### config.mk
export PLATFORM = sky130hd
export DESIGN_NAME = polyphase_tap_bank
export DESIGN_NICKNAME = d
export VERILOG_FILES = /design/src/rtl/tapbank_pkg.sv /design/src/rtl/tapbank_ctrl.sv /design/src/rtl/tapbank_store.sv /design/src/rtl/polyphase_tap_bank.sv
export SDC_FILE = /design/constraint.sdc
export NUM_CORES = 2
export LEC_CHECK = 0
export BUFFER_PORTS_ARGS = -buffer_cell sky130_fd_sc_hd__buf_4
export CAP_MARGIN = 10
export CORE_MARGIN = 5
export CORE_UTILIZATION = 55
export DETAILED_ROUTE_END_ITERATION = 10
export PLACE_DENSITY_LB_ADDON = 0.1
export SETUP_SLACK_MARGIN = 0.5
export SLEW_MARGIN = 25
export SYNTH_ARGS = -nofsm -noshare
export SYNTH_HDL_FRONTEND = slang
export SYNTH_HIERARCHICAL = 1
export SYNTH_SLANG_ARGS = --single-unit
### constraint.sdc
create_clock -name clk -period 1.6 [get_ports clk]
set_clock_uncertainty 0.1 [all_clocks]
set_input_delay 0.16 -clock clk [delete_from_list [all_inputs] [get_ports clk]]
set_output_delay 0.16 -clock clk [all_outputs]
set_load 0.02 [all_outputs]
### src/rtl/tapbank_pkg.sv
package tapbank_pkg;
  // Strobes from the load sequencer to the storage datapath.
  typedef struct packed {
    logic capture;  // read preceding taps into staging (registered build)
    logic commit;   // write shifted line plus new sample
  } bankCmd_t;
endpackage

### src/rtl/tapbank_ctrl.sv
module tapbank_ctrl
  import tapbank_pkg::*;
#(
  parameter int NUM_PHASES = 5,
  parameter int PHASE_W    = 3,
  parameter int WORD_W     = 32,
  parameter bit SYNC_READ  = 1'b0
) (
  input  logic               clk,
  input  logic               rst_n,
  input  logic               wrEn,
  input  logic [PHASE_W-1:0] wrPhase,
  input  logic [WORD_W-1:0]  wrSample,
  output bankCmd_t           cmd,
  output logic [PHASE_W-1:0] actPhase,
  output logic [WORD_W-1:0]  actSample,
  output logic               busy
);
  localparam logic [PHASE_W:0] PHASE_LIMIT = (PHASE_W+1)'(NUM_PHASES);

  logic reqOk;
  assign reqOk = wrEn && ({1'b0, wrPhase} < PHASE_LIMIT);

  generate
    if (SYNC_READ) begin : g_twoStep
      logic               pending;
      logic [PHASE_W-1:0] pendPhase;
      logic [WORD_W-1:0]  pendSample;

      always_ff @(posedge clk or negedge rst_n) begin
        if (!rst_n) begin
          pending    <= 1'b0;
          pendPhase  <= '0;
          pendSample <= '0;
        end else begin
          pending <= cmd.capture;
          if (cmd.capture) begin
            pendPhase  <= wrPhase;
            pendSample <= wrSample;
          end
        end
      end

      always_comb begin
        cmd.capture = reqOk && !pending;
        cmd.commit  = pending;
        actPhase    = pending ? pendPhase : wrPhase;
        actSample   = pendSample;
        busy        = pending;
      end


      busy_one_cycle_chk: assert property (@(posedge clk) disable iff (!rst_n)
        busy |=> !busy);

      busy_follows_accept_chk: assert property (@(posedge clk) disable iff (!rst_n)
        (reqOk && !busy) |=> busy);
    end else begin : g_oneStep
      always_comb begin
        cmd.capture = 1'b0;
        cmd.commit  = reqOk;
        actPhase    = wrPhase;
        actSample   = wrSample;
        busy        = 1'b0;
      end
    end
  endgenerate


  no_write_while_busy_chk: assert property (@(posedge clk) disable iff (!rst_n)
    busy |-> !wrEn);

  bad_phase_ignored_chk: assert property (@(posedge clk) disable iff (!rst_n)
    (wrEn && !reqOk && !busy) |=> !busy);
endmodule

### src/rtl/tapbank_store.sv
module tapbank_store
  import tapbank_pkg::*;
#(
  parameter int NUM_PHASES = 5,
  parameter int NUM_TAPS   = 6,
  parameter int PHASE_W    = 3,
  parameter int WORD_W     = 32,
  parameter bit SYNC_READ  = 1'b0,
  localparam int ROW_W     = NUM_TAPS * WORD_W
) (
  input  logic               clk,
  input  logic               rst_n,
  input  bankCmd_t           cmd,
  input  logic [PHASE_W-1:0] actPhase,
  input  logic [WORD_W-1:0]  actSample,
  input  logic [PHASE_W-1:0] rdPhase,
  output logic [ROW_W-1:0]   rdTaps
);
  localparam logic [PHASE_W:0] PHASE_LIMIT = (PHASE_W+1)'(NUM_PHASES);

  // One memory per tap position, addressed by phase.
  logic [WORD_W-1:0] tapMem   [NUM_TAPS][NUM_PHASES];
  // shiftSrc[k] is the word written into tap k+1 of the loaded phase.
  logic [WORD_W-1:0] shiftSrc [NUM_TAPS-1];
  logic [ROW_W-1:0]  phaseRow [NUM_PHASES];
  logic [ROW_W-1:0]  readRow;

  generate
    if (SYNC_READ) begin : g_stage
      logic [WORD_W-1:0] stageWord [NUM_TAPS-1];
      always_ff @(posedge clk or negedge rst_n) begin
        if (!rst_n) begin
          for (int t = 0; t < NUM_TAPS-1; t++) stageWord[t] <= '0;
        end else if (cmd.capture) begin
          for (int t = 0; t < NUM_TAPS-1; t++) stageWord[t] <= tapMem[t][actPhase];
        end
      end
      always_comb begin
        for (int t = 0; t < NUM_TAPS-1; t++) shiftSrc[t] = stageWord[t];
      end
    end else begin : g_direct
      always_comb begin
        for (int t = 0; t < NUM_TAPS-1; t++) shiftSrc[t] = tapMem[t][actPhase];
      end
    end
  endgenerate

  always_ff @(posedge clk or negedge rst_n) begin
    if (!rst_n) begin
      for (int t = 0; t < NUM_TAPS; t++)
        for (int p = 0; p < NUM_PHASES; p++) tapMem[t][p] <= '0;
    end else if (cmd.commit) begin
      tapMem[0][actPhase] <= actSample;
      for (int t = 1; t < NUM_TAPS; t++) tapMem[t][actPhase] <= shiftSrc[t-1];
    end
  end

  always_comb begin
    for (int p = 0; p < NUM_PHASES; p++)
      for (int t = 0; t < NUM_TAPS; t++)
        phaseRow[p][t*WORD_W +: WORD_W] = tapMem[t][p];
    readRow = '0;
    if ({1'b0, rdPhase} < PHASE_LIMIT) readRow = phaseRow[rdPhase];
  end

  generate
    if (SYNC_READ) begin : g_regRead
      logic [ROW_W-1:0] rdReg;
      always_ff @(posedge clk or negedge rst_n) begin
        if (!rst_n) rdReg <= '0;
        else        rdReg <= readRow;
      end
      assign rdTaps = rdReg;
    end else begin : g_combRead
      assign rdTaps = readRow;
    end
  endgenerate


  strobes_exclusive_chk: assert property (@(posedge clk) disable iff (!rst_n)
    !(cmd.capture && cmd.commit));

  generate
    for (genvar p = 0; p < NUM_PHASES; p++) begin : g_rowChk

      other_rows_hold_chk: assert property (@(posedge clk) disable iff (!rst_n)
        (cmd.commit && actPhase != PHASE_W'(p)) |=> $stable(phaseRow[p]));

      tap0_gets_sample_chk: assert property (@(posedge clk) disable iff (!rst_n)
        (cmd.commit && actPhase == PHASE_W'(p)) |=>
          phaseRow[p][WORD_W-1:0] == $past(actSample));

      line_shifts_chk: assert property (@(posedge clk) disable iff (!rst_n)
        (cmd.commit && actPhase == PHASE_W'(p)) |=>
          phaseRow[p][ROW_W-1:WORD_W] == $past(phaseRow[p][ROW_W-WORD_W-1:0]));
    end
  endgenerate
endmodule

### src/rtl/polyphase_tap_bank.sv
module polyphase_tap_bank
  import tapbank_pkg::*;
#(
  parameter int NUM_PHASES = 5,
  parameter int NUM_TAPS   = 6,
  parameter int HALF_W     = 16,
  parameter bit SYNC_READ  = 1'b0,
  localparam int PHASE_W   = (NUM_PHASES > 1) ? $clog2(NUM_PHASES) : 1,
  localparam int WORD_W    = 2 * HALF_W,
  localparam int ROW_W     = NUM_TAPS * WORD_W
) (
  input  logic               clk,
  input  logic               rst_n,
  input  logic               wrEn,
  input  logic [PHASE_W-1:0] wrPhase,
  input  logic [WORD_W-1:0]  wrSample,
  input  logic [PHASE_W-1:0] rdPhase,
  output logic [ROW_W-1:0]   rdTaps,
  output logic               busy
);
  bankCmd_t           cmd;
  logic [PHASE_W-1:0] actPhase;
  logic [WORD_W-1:0]  actSample;

  tapbank_ctrl #(
    .NUM_PHASES(NUM_PHASES), .PHASE_W(PHASE_W), .WORD_W(WORD_W), .SYNC_READ(SYNC_READ)
  ) u_ctrl (
    .clk(clk), .rst_n(rst_n), .wrEn(wrEn), .wrPhase(wrPhase), .wrSample(wrSample),
    .cmd(cmd), .actPhase(actPhase), .actSample(actSample), .busy(busy)
  );

  tapbank_store #(
    .NUM_PHASES(NUM_PHASES), .NUM_TAPS(NUM_TAPS), .PHASE_W(PHASE_W),
    .WORD_W(WORD_W), .SYNC_READ(SYNC_READ)
  ) u_store (
    .clk(clk), .rst_n(rst_n), .cmd(cmd), .actPhase(actPhase), .actSample(actSample),
    .rdPhase(rdPhase), .rdTaps(rdTaps)
  );
endmodule

### Yosys cells after proc, flatten, opt, wreduce, memory -nomap -nowiden

Index checks and enable logic that the tools add are counted.

* word-level logic and storage cells: 66
* register bits after elaboration: 960

* bitwise logic cells: 2
* muxes and demuxes: 27
* reduce and logical (&&, ||, !) cells: 2
* order comparisons: 5

Operator list (count)
* $bwmux W160: 6
* $bmux W192 S3: 1
* $mux W192: 3
* $bmux W32 S3: 5
* $mux W32: 11
* $demux W32 S3: 1
* $ge A4 B4 Y1 const B: 2
* $not A3 Y4: 2
* $lt A3 B3 Y1 const B: 2
* $lt A4 B1 Y1 const B: 1
* $logic_and A1 B1 Y1: 2

### Logic depth before layout (Yosys ltp)

* depth after elaboration: 6
* gate-level depth with buffers: 11
* mapped depth without buffers: 5

### Cells and area by module

The synthesis kept the hierarchy.

By module, submodules not included
* tapbank_store: area an instance 43466.7 um^2, cells an instance 3267, times used 1
* tapbank_ctrl: area an instance 300.3 um^2, cells an instance 41, times used 1

### Worst setup path after synthesis

No wires, ideal clock.

* path kind: input to output
* start: in rdPhase[2]
* end: out rdTaps[100]
* stages: 5
* data required time: 1.340 ns
* path slack: -0.193 ns
* data arrival time: 1.533 ns
* cell sequence: clkbuf_1 clkbuf_1 buf_2 mux2_2 a221o_1

* cells in the longest elaborated chain, start to end: 5
* elaborated cells on any way between the ends: 6
* classes of those cells: order compare (1); mux (4); bitwise (1)

Ends and longest elaborated chain
* start, declared: RTL line polyphase_tap_bank.sv:17 `input logic [PHASE_W-1:0] rdPhase,`
* $not A3 Y4 (not written as such): RTL line tapbank_store.sv:63 `if ({1'b0, rdPhase} < PHASE_LIMIT) readRow = phaseRow[rdPhase];`
* $bmux W192 S3: RTL line tapbank_store.sv:63
* $mux W192 (not written as such) (2 in a row): RTL line tapbank_store.sv:63
* $mux W192 *: RTL line tapbank_store.sv:63
* end, declared: RTL line polyphase_tap_bank.sv:18 `output logic [ROW_W-1:0] rdTaps,`

Mark *: on every way between the ends. The rest lies on a longest branch, timed or not. The select of a mux whose other input is x is not followed.

### Worst setup path after layout

* start: reg u_store.tapMem, in the netlist u_store/phaseRow[939]
* end: out rdTaps[171]

* cells in the longest elaborated chain, start to end: 4

Ends and longest elaborated chain
* start, declared: RTL line tapbank_store.sv:22 `logic [WORD_W-1:0] tapMem [NUM_TAPS][NUM_PHASES];`
* start signal, assigned by index: RTL line tapbank_store.sv:53 `tapMem[0][actPhase] <= actSample;`
* $bmux W192 S3: RTL line tapbank_store.sv:63
* $mux W192 (not written as such) (2 in a row): RTL line tapbank_store.sv:63
* $mux W192: RTL line tapbank_store.sv:63

Every way passes these cells. The select of a mux whose other input is x is not followed.

==> flow_summary_export.csv <==
group,metric,value,unit
status,status,"finished with violations",
status,violations,"negative setup slack",
routing,wl,140000,um
layout,multi_input_area,20300,sq um
power,combPwrFrac,22.5,%
routing,routedWlPerCell,26.7,um
layout,final_nets,4157,
global_route,antenna_found_initial,5,
cts,cts_root_buf,"clkbuf_16",
power,p_int,0.0528,W
logic_synthesis,yosys_warnings,6,
worst_setup_path,end_kind,"output pin",
power,sw_frac_of_total,27.7,%
worst_setup_path,worst-path-stages,4,
routing,ant_nets,0,
worst_setup_path,crit_slowest_cell,"a221o_1",
global_route,grt_pass1_wl,199000,um
layout,drive_gt1_share,50.0,%
sta,slew_headroom,38.4,%
logic_synthesis,syn_area,43800,sq um
power,p_per_area,1220,nW/um^2
layout,regArea,24000,sq um
floorplan,io_pins,234,
worst_setup_path,path_max_fanout,2,
global_route,track_usage,30.0,%
logic_synthesis,avgSynthCellArea,13.2,sq um
cts,clock_latency,0.66,ns
placement,dp.cells,4631,
placement,port_buffers,232,
global_route,grt_max_degree,102,
worst_setup_path,slowest_delay,0.38,ns
sta,rsz0062_at_grt,"true",
routing,num_vias,31440,
floorplan,core-area,79000,sq um
flow_run,cap_violations,0,
sta,setup_viol,192,
worst_setup_path,worstPathArrival,1.99,ns
sta,holdWs,0.103,ns
floorplan,num_rows,103,
cts,clock-sinks,960,
routing,drc_errors,0,
layout,final_area,60000,sq um
worst_setup_path,r2r_cells,4,
sta,slew_viol_final,0,
floorplan,initial_core_util,55.4,%
layout,layout_commonest_cell,"dfrtp_1",
power,power_frac_seq,43.8,%
placement,dp_hpwl,85000,um
worst_setup_path,criticalPathCategory,"flip-flop to output pin",
hold_path,hold_path_class,"input port to asynchronous set/reset pin",
sta,setup_ws,-0.651,ns
floorplan,die_area,85300,sq um
layout,area_growth,37.0,%
placement,placed_area,49700,sq um
floorplan,die_y,292,um
worst_setup_path,path_buf_inv,2,
power,p_leak,29.1,nW
routing,detail_route.vias_per_cell,5.99,
power,vdd.ir_drop.worst,0.880,mV
worst_setup_path,crit_required,1.34,ns
sta,fin_crit_sh,141,%
cts,cts_buffer_depth,3,
logic_synthesis,syn_nets,3348,
cts,cts.reportedPaths.clkPinSlew,0.06,ns
routing,first_iter_violations,2886,
layout,mostFrequentLayoutCells,"956 x dfrtp_1, 568 x buf_4, 506 x mux2_4",
sta,period_minus_slack,2.25,ns
worst_setup_path,cp-start-kind,"flip-flop",
routing,dr.pass1.iters,5,
sta,hold_viol,0,
logic_synthesis,synth_cells,3307,
power,pwr-share-clk,33.7,%
global_route,grt_pass1_vias,31733,
placement,gp_congestion,0.841,
power,switchingPower,0.0203,W
layout,fillers,4761,
worst_setup_path,crit_family,"compound AO/OA/AOI/OAI gates",
floorplan,fp.dieW,292,um
sta,max_freq,444,MHz
cts,numCtsBuffers,101,
cts,htreeDepth,3,
worst_setup_path,crit_chain,"mux2_4 -> a221o_1 -> buf_6 -> buf_6",
cts,cts_tree,"yes",
sta,tightest_slew,0.924,ns
global_route,gr-total-overflow,0,
worst_setup_path,path_common_cell,"buf_6",
layout,stdcell_count,5249,
layout,largest_register_ffs,960,
## per-stage QoR
step                      setup WS [ns]  setup TNS (ns)  utilization [%]  power [W]
after global placement           -0.439         -357.96             62.9     0.0436
after detailed placement         -0.430         -334.45             62.9     0.0443
final                            -0.651          -93.57             75.9     0.0730
after CTS                        -0.690          -97.84             72.5     0.0713
after global routing             -0.701         -100.68             75.9     0.0756
after floorplan                 -0.0535          -18.63                -     0.0386
## timing repair
action	in CTS	in global routing
cloned	18	31
endpoints found under the hold margin	1120	0
pin swaps	95	39
hold buffers	34	0
resized for setup	350	318
setup buffers	257	92
endpoints found under the setup margin	1048	1148
## path summary, 6_finish.rpt
path	startpoint	endpoint	slack, ns
max	u_store/phaseRow[939]	rdTaps[171]	-0.65
min	rst_n	u_store/phaseRow[633]	0.10
max reg2reg	u_store/phaseRow[816]	u_store/phaseRow[816]	0.33
min reg2reg	u_store/phaseRow[188]	u_store/phaseRow[188]	0.38
max in group asynchronous	rst_n	u_store/phaseRow[194]	0.69
min in group clk	wrSample[4]	u_store/phaseRow[388]	0.20
## worst register-to-register path, delay by kind of cell (launching register included)
family | cells | cell delay [ns]
buffers and inverters | 3 | 0.40
flip-flops | 1 | 0.39
multiplexers | 1 | 0.26
## layer usage
layer	vias to the layer above	part of all wire, %	GRT usage [%]
met3	171	8.9	8.19
li1	13480	-	-
met2	1292	43	42.0
met1	16493	47	46.9
met5	-	0.020	0
met4	4	1.8	6.83
## power groups by stage
stage | Clock, W | Combinational (W) | Sequential, W
finish | 0.0246 | 0.0164 | 0.0320
global route | 0.0259 | 0.0173 | 0.0324
CTS | 0.0249 | 0.0148 | 0.0317
detailed placement | 0 | 0.0118 | 0.0325
global placement | 0 | 0.0115 | 0.0321
floorplan | 0 | 0.00781 | 0.0308
## layout make-up
cell class	count	share of cell area (%)
Antenna cell	2	0.00835
Multi-Input combinational cell	2062	33.9
Clock inverter	32	0.722
Tap cell	1050	2.19
Timing Repair Buffer	991	18.0
Clock buffer	152	5.09
Sequential cell	960	40.1
(Power assumes the default switching activity.)
